$ cat src/rtl/flash_seq_pkg.sv
`timescale 1ns/1ps
package flash_seq_pkg;
  localparam int REST_W  = 2;
  localparam int WAIT_W  = 4;
  localparam int AP_W    = 3;
  localparam int EQ_W    = 4;
  localparam int HOLD_W  = 3;
  localparam int PSEL_W  = 3;
  localparam int FIELD_MAX_W = 4;

  localparam int REST_LSB  = 28;
  localparam int WAIT_LSB  = 24;
  localparam int AP_LSB    = 20;
  localparam int EQ_LSB    = 16;
  localparam int HOLD_LSB  = 12;
  localparam int LOCK_BIT  = 8;
  localparam int PWAIT_LSB = 4;
  localparam int PSEL_LSB  = 0;
  localparam logic [31:0] RD_MASK = 32'h3F7F_71F7;

  localparam int MAX_HALF = (1 << AP_W) + (1 << HOLD_W) + (1 << EQ_W);
  localparam int HALF_W   = $clog2(MAX_HALF + 1);
  localparam int CYC_W    = HALF_W - 1;

  typedef struct packed {
    logic [REST_W-1:0] restSel;
    logic [WAIT_W-1:0] waitLen;
    logic [AP_W-1:0]   apLen;
    logic [EQ_W-1:0]   eqLen;
    logic [HOLD_W-1:0] holdLen;
    logic              holdLock;
    logic [WAIT_W-1:0] pageWait;
    logic [PSEL_W-1:0] pageSel;
  } cfg_t;

  localparam cfg_t CFG_RESET = '{restSel: 2'd3, waitLen: 4'd15, apLen: 3'd7,
                                 eqLen: 4'd15, holdLen: 3'd7, holdLock: 1'b0,
                                 pageWait: 4'd15, pageSel: 3'd0};

  typedef struct packed {
    logic             accept;
    logic             capture;
    logic             inPulse;
    logic [CYC_W-1:0] cyc;
  } strobe_t;

  function automatic logic [HALF_W-1:0] halves(input logic [FIELD_MAX_W-1:0] f);
    return HALF_W'(f) + HALF_W'(1);
  endfunction
endpackage

$ cat src/rtl/flash_seq_cfg.sv
`timescale 1ns/1ps
module flash_seq_cfg
  import flash_seq_pkg::*;
(
  input  logic        clk,
  input  logic        rstN,
  input  logic        wrEn,
  input  logic [3:0]  wrBe,
  input  logic [31:0] wrData,
  output cfg_t        cfg,
  output logic [31:0] rdData
);
  logic effLock;
  logic unusedRes;

  assign effLock   = wrBe[1] ? wrData[LOCK_BIT] : cfg.holdLock;
  assign unusedRes = ^{wrData[31:30], wrData[23], wrData[15], wrData[11:9], wrData[3]};

  always_ff @(posedge clk or negedge rstN) begin
    if (!rstN) begin
      cfg <= CFG_RESET;
    end else if (wrEn) begin
      if (wrBe[3]) begin
        cfg.restSel <= wrData[REST_LSB +: REST_W];
        cfg.waitLen <= wrData[WAIT_LSB +: WAIT_W];
      end
      if (wrBe[2]) begin
        cfg.apLen <= wrData[AP_LSB +: AP_W];
        cfg.eqLen <= wrData[EQ_LSB +: EQ_W];
      end
      if (wrBe[1]) cfg.holdLock <= wrData[LOCK_BIT];
      if (wrBe[2] && !effLock) cfg.holdLen <= wrData[AP_LSB +: AP_W];
      else if (wrBe[1])        cfg.holdLen <= wrData[HOLD_LSB +: HOLD_W];
      if (wrBe[0]) begin
        cfg.pageWait <= wrData[PWAIT_LSB +: WAIT_W];
        cfg.pageSel  <= wrData[PSEL_LSB +: PSEL_W];
      end
    end
  end

  always_comb begin
    rdData = '0;
    rdData[REST_LSB +: REST_W]  = cfg.restSel;
    rdData[WAIT_LSB +: WAIT_W]  = cfg.waitLen;
    rdData[AP_LSB +: AP_W]      = cfg.apLen;
    rdData[EQ_LSB +: EQ_W]      = cfg.eqLen;
    rdData[HOLD_LSB +: HOLD_W]  = cfg.holdLen;
    rdData[LOCK_BIT]            = cfg.holdLock;
    rdData[PWAIT_LSB +: WAIT_W] = cfg.pageWait;
    rdData[PSEL_LSB +: PSEL_W]  = cfg.pageSel;
  end

  AST_HOLD_FOLLOWS: assert property (@(posedge clk) disable iff (!rstN)
    (wrEn && wrBe[2] && !effLock) |=> cfg.holdLen == $past(wrData[AP_LSB +: AP_W]));
  AST_HOLD_LOCKED: assert property (@(posedge clk) disable iff (!rstN)
    (!(wrEn && wrBe[1]) && cfg.holdLock) |=> $stable(cfg.holdLen));
  AST_RESERVED_ZERO: assert property (@(posedge clk) disable iff (!rstN)
    (rdData & ~RD_MASK) == 32'h0);
endmodule

$ cat src/rtl/flash_seq_ctrl.sv
`timescale 1ns/1ps
module flash_seq_ctrl
  import flash_seq_pkg::*;
#(
  parameter int LONG_REST  = 5,
  parameter int SHORT_REST = 2
) (
  input  logic              clk,
  input  logic              rstN,
  input  logic              reqValid,
  input  logic              pageHit,
  input  logic [REST_W-1:0] restSel,
  input  logic [WAIT_W-1:0] waitLen,
  input  logic [WAIT_W-1:0] pageWait,
  input  logic [AP_W-1:0]   apLen,
  input  logic [HOLD_W-1:0] holdLen,
  input  logic [EQ_W-1:0]   eqLen,
  output logic              reqReady,
  output logic              respDone,
  output logic              flashEnN,
  output strobe_t           strb
);
  localparam int RC_W = $clog2(LONG_REST + 1);
  localparam logic [RC_W-1:0] RC_MAX = '1;

  typedef enum logic [1:0] {ST_IDLE, ST_PULSE, ST_WAIT} state_t;

  state_t            state;
  logic [CYC_W-1:0]  cyc;
  logic [WAIT_W-1:0] waitCnt;
  logic [RC_W-1:0]   restCnt;
  logic [RC_W-1:0]   restNeed;
  logic [HALF_W-1:0] endHalf;
  logic [HALF_W-1:0] nextHalf;
  logic              lastCyc;
  logic              accept;

  always_comb begin
    endHalf  = halves(FIELD_MAX_W'(apLen)) + halves(FIELD_MAX_W'(holdLen)) + halves(eqLen);
    nextHalf = {cyc, 1'b0} + HALF_W'(2);
    lastCyc  = nextHalf >= endHalf;
    restNeed = (restSel == 2'b11) ? RC_W'(LONG_REST - 1) : RC_W'(SHORT_REST - 1);
    reqReady = (state == ST_IDLE) && (restCnt >= restNeed);
    accept   = reqValid && reqReady;
  end

  always_ff @(posedge clk or negedge rstN) begin
    if (!rstN) begin
      state    <= ST_IDLE;
      cyc      <= '0;
      waitCnt  <= '0;
      restCnt  <= RC_MAX;
      flashEnN <= 1'b1;
      respDone <= 1'b0;
    end else begin
      respDone <= 1'b0;
      case (state)
        ST_IDLE: begin
          if (accept) begin
            flashEnN <= 1'b0;
            cyc      <= '0;
            if (pageHit) begin
              state   <= ST_WAIT;
              waitCnt <= pageWait;
            end else begin
              state <= ST_PULSE;
            end
          end else if (restCnt != RC_MAX) begin
            restCnt <= restCnt + RC_W'(1);
          end
        end
        ST_PULSE: begin
          if (lastCyc) begin
            state   <= ST_WAIT;
            waitCnt <= waitLen;
          end else begin
            cyc <= cyc + CYC_W'(1);
          end
        end
        ST_WAIT: begin
          if (waitCnt == '0) begin
            state    <= ST_IDLE;
            flashEnN <= 1'b1;
            respDone <= 1'b1;
            restCnt  <= '0;
          end else begin
            waitCnt <= waitCnt - WAIT_W'(1);
          end
        end
        default: state <= ST_IDLE;
      endcase
    end
  end

  always_comb begin
    strb.accept  = accept;
    strb.capture = (state == ST_WAIT) && (waitCnt == '0);
    strb.inPulse = (state == ST_PULSE);
    strb.cyc     = cyc;
  end

  AST_DONE_SINGLE: assert property (@(posedge clk) disable iff (!rstN)
    respDone |=> !respDone);
  AST_DONE_ENDS_ACCESS: assert property (@(posedge clk) disable iff (!rstN)
    respDone |-> $rose(flashEnN));
  AST_READY_ONLY_REST: assert property (@(posedge clk) disable iff (!rstN)
    reqReady |-> flashEnN);
  AST_REST_FLOOR: assert property (@(posedge clk) disable iff (!rstN)
    $fell(flashEnN) |-> $past(flashEnN, 2));
endmodule

$ cat src/rtl/flash_seq_dpath.sv
`timescale 1ns/1ps
module flash_seq_dpath
  import flash_seq_pkg::*;
#(
  parameter int AW = 16,
  parameter int DW = 16
) (
  input  logic              clk,
  input  logic              rstN,
  input  strobe_t           strb,
  input  logic [AW-1:0]     reqAddr,
  input  logic [PSEL_W-1:0] pageSel,
  input  logic [AP_W-1:0]   apLen,
  input  logic [HOLD_W-1:0] holdLen,
  input  logic [EQ_W-1:0]   eqLen,
  input  logic [DW-1:0]     flashData,
  output logic              pageHit,
  output logic [AW-1:0]     flashAddr,
  output logic [DW-1:0]     respData,
  output logic              addrPulse,
  output logic              eqPulse
);
  localparam int NCH = 2;

  logic [AW-1:0]     lastAddr;
  logic              lastValid;
  logic [AW-1:0]     upperMask;
  logic [PSEL_W:0]   offBits;
  logic [HALF_W-1:0] winLo [NCH];
  logic [HALF_W-1:0] winHi [NCH];
  logic [HALF_W-1:0] h0, h1;
  logic [NCH-1:0]    chOut;

  always_comb begin
    offBits   = {1'b0, pageSel} + (PSEL_W+1)'(1);
    upperMask = {AW{1'b1}} << offBits;
    pageHit   = lastValid && (pageSel != '0) && (((reqAddr ^ lastAddr) & upperMask) == '0);
  end

  always_ff @(posedge clk or negedge rstN) begin
    if (!rstN) begin
      flashAddr <= '0;
      lastAddr  <= '0;
      lastValid <= 1'b0;
      respData  <= '0;
    end else begin
      if (strb.accept) begin
        flashAddr <= reqAddr;
        lastAddr  <= reqAddr;
        lastValid <= 1'b1;
      end
      if (strb.capture) respData <= flashData;
    end
  end

  always_comb begin
    winLo[0] = '0;
    winHi[0] = halves(FIELD_MAX_W'(apLen));
    winLo[1] = winHi[0] + halves(FIELD_MAX_W'(holdLen));
    winHi[1] = winLo[1] + halves(eqLen);
    h0 = {strb.cyc, 1'b0};
    h1 = {strb.cyc, 1'b1};
  end

  for (genvar g = 0; g < NCH; g++) begin : g_ch
    logic wantA, wantB;
    logic pQ, bQ, nQ;
    assign wantA = strb.inPulse && (h0 >= winLo[g]) && (h0 < winHi[g]);
    assign wantB = strb.inPulse && (h1 >= winLo[g]) && (h1 < winHi[g]);
    always_ff @(posedge clk or negedge rstN) begin
      if (!rstN) begin
        pQ <= 1'b0;
        bQ <= 1'b0;
      end else begin
        pQ <= wantA ^ nQ;
        bQ <= wantB;
      end
    end
    always_ff @(negedge clk or negedge rstN) begin
      if (!rstN) nQ <= 1'b0;
      else       nQ <= bQ ^ pQ;
    end
    assign chOut[g] = pQ ^ nQ;
  end

  assign addrPulse = chOut[0];
  assign eqPulse   = chOut[1];

  AST_PULSES_APART: assert property (@(posedge clk) disable iff (!rstN)
    !(addrPulse && eqPulse));
  AST_ADDR_ON_ACCEPT: assert property (@(posedge clk) disable iff (!rstN)
    !strb.accept |=> $stable(flashAddr));
  AST_QUIET_OUTSIDE: assert property (@(posedge clk) disable iff (!rstN)
    !$past(strb.inPulse) |-> (!addrPulse && !eqPulse));
endmodule

$ cat src/rtl/flash_seq.sv
`timescale 1ns/1ps
module flash_seq
  import flash_seq_pkg::*;
#(
  parameter int AW = 16,
  parameter int DW = 16,
  parameter int LONG_REST  = 5,
  parameter int SHORT_REST = 2
) (
  input  logic          clk,
  input  logic          rstN,
  input  logic          cfgWrEn,
  input  logic [3:0]    cfgWrBe,
  input  logic [31:0]   cfgWrData,
  output logic [31:0]   cfgRdData,
  input  logic          reqValid,
  input  logic [AW-1:0] reqAddr,
  output logic          reqReady,
  output logic          respDone,
  output logic [DW-1:0] respData,
  output logic [AW-1:0] flashAddr,
  input  logic [DW-1:0] flashData,
  output logic          addrPulse,
  output logic          eqPulse,
  output logic          flashEnN
);
  cfg_t    cfg;
  strobe_t strb;
  logic    pageHit;

  flash_seq_cfg u_cfg (
    .clk(clk), .rstN(rstN), .wrEn(cfgWrEn), .wrBe(cfgWrBe),
    .wrData(cfgWrData), .cfg(cfg), .rdData(cfgRdData)
  );

  flash_seq_ctrl #(.LONG_REST(LONG_REST), .SHORT_REST(SHORT_REST)) u_ctrl (
    .clk(clk), .rstN(rstN), .reqValid(reqValid), .pageHit(pageHit),
    .restSel(cfg.restSel), .waitLen(cfg.waitLen), .pageWait(cfg.pageWait),
    .apLen(cfg.apLen), .holdLen(cfg.holdLen), .eqLen(cfg.eqLen),
    .reqReady(reqReady), .respDone(respDone), .flashEnN(flashEnN), .strb(strb)
  );

  flash_seq_dpath #(.AW(AW), .DW(DW)) u_dpath (
    .clk(clk), .rstN(rstN), .strb(strb), .reqAddr(reqAddr), .pageSel(cfg.pageSel),
    .apLen(cfg.apLen), .holdLen(cfg.holdLen), .eqLen(cfg.eqLen),
    .flashData(flashData), .pageHit(pageHit), .flashAddr(flashAddr),
    .respData(respData), .addrPulse(addrPulse), .eqPulse(eqPulse)
  );
endmodule

$ cat config.mk
export PLATFORM = sky130hd
export DESIGN_NAME = flash_seq
export DESIGN_NICKNAME = d
export VERILOG_FILES = /design/src/rtl/flash_seq_pkg.sv /design/src/rtl/flash_seq_cfg.sv /design/src/rtl/flash_seq_ctrl.sv /design/src/rtl/flash_seq_dpath.sv /design/src/rtl/flash_seq.sv
export SDC_FILE = /design/constraint.sdc
export NUM_CORES = 1
export LEC_CHECK = 0
export ABC_AREA = 1
export CORE_MARGIN = 3
export CORE_UTILIZATION = 25
export DETAILED_ROUTE_END_ITERATION = 7
export PLACE_DENSITY = 0.56
export SYNTH_ARGS = -nofsm -noshare
export SYNTH_HDL_FRONTEND = slang
export SYNTH_SLANG_ARGS = --single-unit
$ cat constraint.sdc
create_clock -name clk -period 5.6 [get_ports clk]
set_input_delay 0.84 -clock clk [delete_from_list [all_inputs] [get_ports clk]]
set_output_delay 0.84 -clock clk [all_outputs]
set_load 0.02 [all_outputs]
Word-level counts from Yosys, hierarchy flattened

Cells that the tools add are included.

Word-level logic and storage cells: 122
Input bits: 72
Register bits: 79
Output and inout port bits: 69

Multiplexer cells: 26
$lt $le $gt $ge: 10
Bitwise operators: 8
Add/subtract/negate cells: 10
Reductions and logical operators: 32
Equality and inequality tests: 12
Shifts and indexed selects: 1

Operator list:

| kind                  | number |
|---|---|
| $lt 6x6->1            | 4 |
| $ge 6x6->1            | 3 |
| $mux 3                | 6 |
| $and 16x16->16        | 1 |
| $logic_not 16->1      | 1 |
| $mux 4                | 4 |
| $shl 16x4->16 const A | 1 |
| $xor 16x16->16        | 1 |
| $logic_and 1x1->1     | 14 |
| $add 3x1->4 const B   | 3 |
| $add 6x6->6           | 2 |
| $ge 6x1->1 const B    | 2 |
| $ne 2x2->1 const B    | 6 |
| $pmux 4 s3            | 1 |
| $mux 5                | 2 |
| $pmux 5 s2            | 1 |
| $reduce_and 3->1      | 3 |
| $mux 2                | 4 |
| $reduce_and 2->1      | 4 |
| $add 6x2->6 const B   | 1 |
| $pmux 2 s3            | 1 |
| $pmux 3 s2            | 1 |
| $reduce_bool 2->1     | 3 |
| $reduce_bool 3->1     | 2 |
| 17 further kinds      | 28 |

Logic depth before layout (Yosys ltp)

Depth in word-level cells: 8
Mapped depth: 22
Mapped depth without buffers: 22

Modules after synthesis

A second synthesis with hierarchy kept.

Cell total of the unflattened synthesis: 700
Area, all modules: 5595.4 um^2

Modules (own cells, without submodules):

| module          | instances | area each (um^2) | cells an instance | seq. area each (um^2) |
|---|---|---|---|---|
| flash_seq_dpath | 1         | 2761.4           | 367               | 975.9 |
| flash_seq_ctrl  | 1         | 1584.0           | 224               | 405.4 |
| flash_seq_cfg   | 1         | 1249.9           | 109               | 625.6 |

==> impl_metrics.json <==
{
  "status": "completed",
  "yosysUniqueCellTypes": 43,
  "r2r_slack_ps": 2030,
  "io_buffers": 124,
  "synthCells": 621,
  "arrival_ps": 4340,
  "drtPass1Iterations": 4,
  "grt_pass1_wl_mm": 20.73,
  "path_class": "reg -> out",
  "root_buffer": "clkbuf_16",
  "instances_no_fill": 1018,
  "initial_core_util": 0.2552,
  "yosysSeqAreaShare": 0.4028,
  "htree_levels": 3,
  "routed.top_layer": "met4",
  "slowest_delay_ps": 620,
  "core_mm2": 0.01953,
  "finalSetupViolations": 0,
  "place_inst": 1001,
  "grt_util_all_layers": 0.1192,
  "fp.dieW_um": 147.2,
  "clk_latency_ps": 350,
  "cts_buffer_depth": 2,
  "synth_ff_type": "dfrtp_1",
  "cp.buffers_inverters": 1,
  "critPathSlowestCell": "clkdlybuf4s50_1",
  "finalHoldViolCount": 0,
  "syn_area_mm2": 0.004982,
  "cellPowerDensity_mw_per_mm2": 513.6,
  "r2r_end": "u_ctrl.cyc[0]$_DFFE_PN0P_",
  "slew_viol_final": 0,
  "yosys.area.top_type_share": 0.2662,
  "tns_ps": 0,
  "synth_edf_count": 0,
  "cp_cell_sequence": "xor2_1, clkdlybuf4s50_1",
  "crit_family": "buffers and inverters",
  "nFillCells": 2080,
  "pin_count": 141,
  "hold_class": "in -> async",
  "row_count": 51,
  "cts_resized": 0,
  "die_h_um": 147.2,
  "crit_required_ps": 4760,
  "numClockSinks": 79,
  "drc": 0,
  "yosysWarnings": 0,
  "worstMarginPinSlew_ps": 1058,
  "area_growth_pct": 35.84,
  "finalWirelength_mm": 12.60,
  "drt-initial-drc-count": 129,
  "ant_nets": 0,
  "route.met3.wl_um": 681,
  "overflow": 0,
  "dpl.hpwl_mm": 9.615,
  "grt_pass1_vias": 4101,
  "syn_area_per_cell_um2": 8.023,
  "ys_top_cells_by_area": "dfrtp_1 27%, nand2_1 14%, dfstp_2 13%",
  "slew_headroom": 0.2929,
  "cts_setup_buffers": 0,
  "vias": 4228,
  "drt-met1-wl_mm": 6.264,
  "yosysTopAreaCell": "dfrtp_1",
  "p_leak_nw": 3.297,
  "cts_inserted_buffers": 9,
  "dieArea_mm2": 0.02166,
  "antenna_found_initial": 0,
  "postCtsHoldBufs": 0,
  "r2r.worst_path.cells": 16,
  "gp_congestion": 0.8101,
  "final_layout_size_suffix_gt1_frac": 0.09973,
  "ys_ff_latch": 79,
  "fin_skew_ps": 9.483,
  "r2r_start": "u_cfg.cfg[15]$_DFFE_PN1P_",
  "path_clk_slew_ps": 60,
  "wl_per_cell_um": 12.38,
  "crit_path_start_kind": "flip-flop",
  "crit_fanout": 3,
  "viasPerCell": 4.153,
  "tritoncts": "built",
  "ir_drop_mv": 0.1710,
  "layout.nets": 863,
  "async_reset_ff_frac": 1.000,
  "cp-end-kind": "primary output",
  "rsz0062_at_grt": "no",
  "grt_start_max_net_pins": 69,
  "drv_cap": 0,
  "met2_wirelength_mm": 5.462
}
-- cell families (layout without fill, tap and decap cells) --
kind of cell             count (synthesis)  after routing  synth area share
buffers and inverters                  104            228           0.08790
other                                    1              9         0.0007527
multiplexers                            16             16           0.03616
XOR/XNOR                                20             20           0.03516
AO/OA/AOI/OAI                           84             84           0.09744
AND/OR/NAND/NOR                        273            273            0.2263
flip-flops                              79             79            0.4028
adder cells (fa/ha/maj)                 44             44            0.1135
-- where the power goes --
group / internal (W) / total [W] / switching, W
Combinational: 0.000825 / 0.00193 / 0.00110
Clock: 0.000309 / 0.000578 / 0.000269
Sequential: 0.000802 / 0.000969 / 0.000166
-- per-stage QoR --
stage / power [W] / cell area (um2) / utilization / setup WS (ps) / hold slack, ps
6_report: 0.003476 / 6768 / 0.3466 / 420.5 / 338.1
5_1_grt: 0.003832 / 6765 / 0.3465 / 354.2 / 333.3
4_1_cts: 0.003542 / 6765 / 0.3465 / 385.1 / 325.9
3_5_place_dp: 0.002932 / 6479 / 0.3318 / 764.4 / 443.8
3_3_place_gp: 0.002907 / 6479 / 0.3318 / 774.3 / 438.1
2_1_floorplan: 0.002247 / 5009 / - / 1177 / 422.4
-- metal layers --
layer | vias up | global-route usage
li1 | 2217 | -
met1 | 1903 | 0.1639
met2 | 95 | 0.1848
met3 | 13 | 0.02807
met4 | 0 | 0.04054
met5 | - | 0
-- cells in the mapped netlist, types with 2 or more instances --
cell type,number
xor2_1,16
inv_2,2
nor3_1,3
a22oi_1,2
nand2_2,3
mux2_2,16
nor2_1,32
inv_1,83
a31oi_1,2
nand4_1,9
a21oi_1,26
or2_2,2
fa_1,2
o21ai_0,39
o21ai_2,2
clkbuf_1,5
ha_1,42
xnor2_1,4
dfrtp_1,53
dfrtn_1,2
nand3_2,3
nand3_1,29
o21ai_1,2
buf_6,2
buf_2,2
nand2_1,189
o21bai_1,3
buf_4,8
dfstp_2,24
-- cell usage in the layout (no fill, tap or decap), types with 3 or more instances in the layout --
master	count
nand2_1	189
clkdlybuf4s50_1	123
inv_1	83
dfrtp_1	53
ha_1	42
o21ai_0	39
nor2_1	32
nand3_1	29
a21oi_1	26
dfstp_2	24
xor2_1	16
mux2_2	16
nand4_1	9
clkbuf_16	9
conb_1	8
xnor2_1	4
nor3_1	3
o21bai_1	3
nand3_2	3
nand2_2	3
inv_6	3
buf_4	3
-- registers in the layout, indices dropped and copies added, names as in the netlist --
register and flops:
u_ctrl.waitCnt 4, u_dpath.lastValid 1, u_ctrl.state 2, u_dpath.g_ch.bQ 2, u_ctrl.flashEnN 1, u_dpath.flashAddr 16
u_dpath.respData 16, u_ctrl.cyc 5, u_dpath.g_ch.pQ 2, u_ctrl.respDone 1, u_cfg.cfg 24, u_dpath.g_ch.nQ 2
u_ctrl.restCnt 3
-- how the worst max path moves through the flow --
stage,startpoint,to,slack (ps),cells past startpoint
floorplan,u_dpath.g_ch[0].nQ$_DFF_NN0_,addrPulse,1180,1
global placement,u_dpath.g_ch[1].nQ$_DFF_NN0_,eqPulse,770,2
detailed placement,u_dpath.g_ch[1].nQ$_DFF_NN0_,eqPulse,760,2
CTS,u_dpath.g_ch[1].nQ$_DFF_NN0_,eqPulse,390,2
global route,u_dpath.g_ch[0].nQ$_DFF_NN0_,addrPulse,350,2
finish,u_dpath.g_ch[1].nQ$_DFF_NN0_,eqPulse,420,2
-- layout make-up --
class                      count  area (um2)  area share
clock inverter                 7       61.31    0.009059
multi-input combinational    445        2564      0.3788
inverter                      86       322.8     0.04770
timing repair buffer         126        1254      0.1852
clock buffer                   9       225.2     0.03328
sequential                    79        2007      0.2965
tap                          265       331.6     0.04899
antenna                        1       2.502   0.0003698
(Power assumes the default switching activity.)
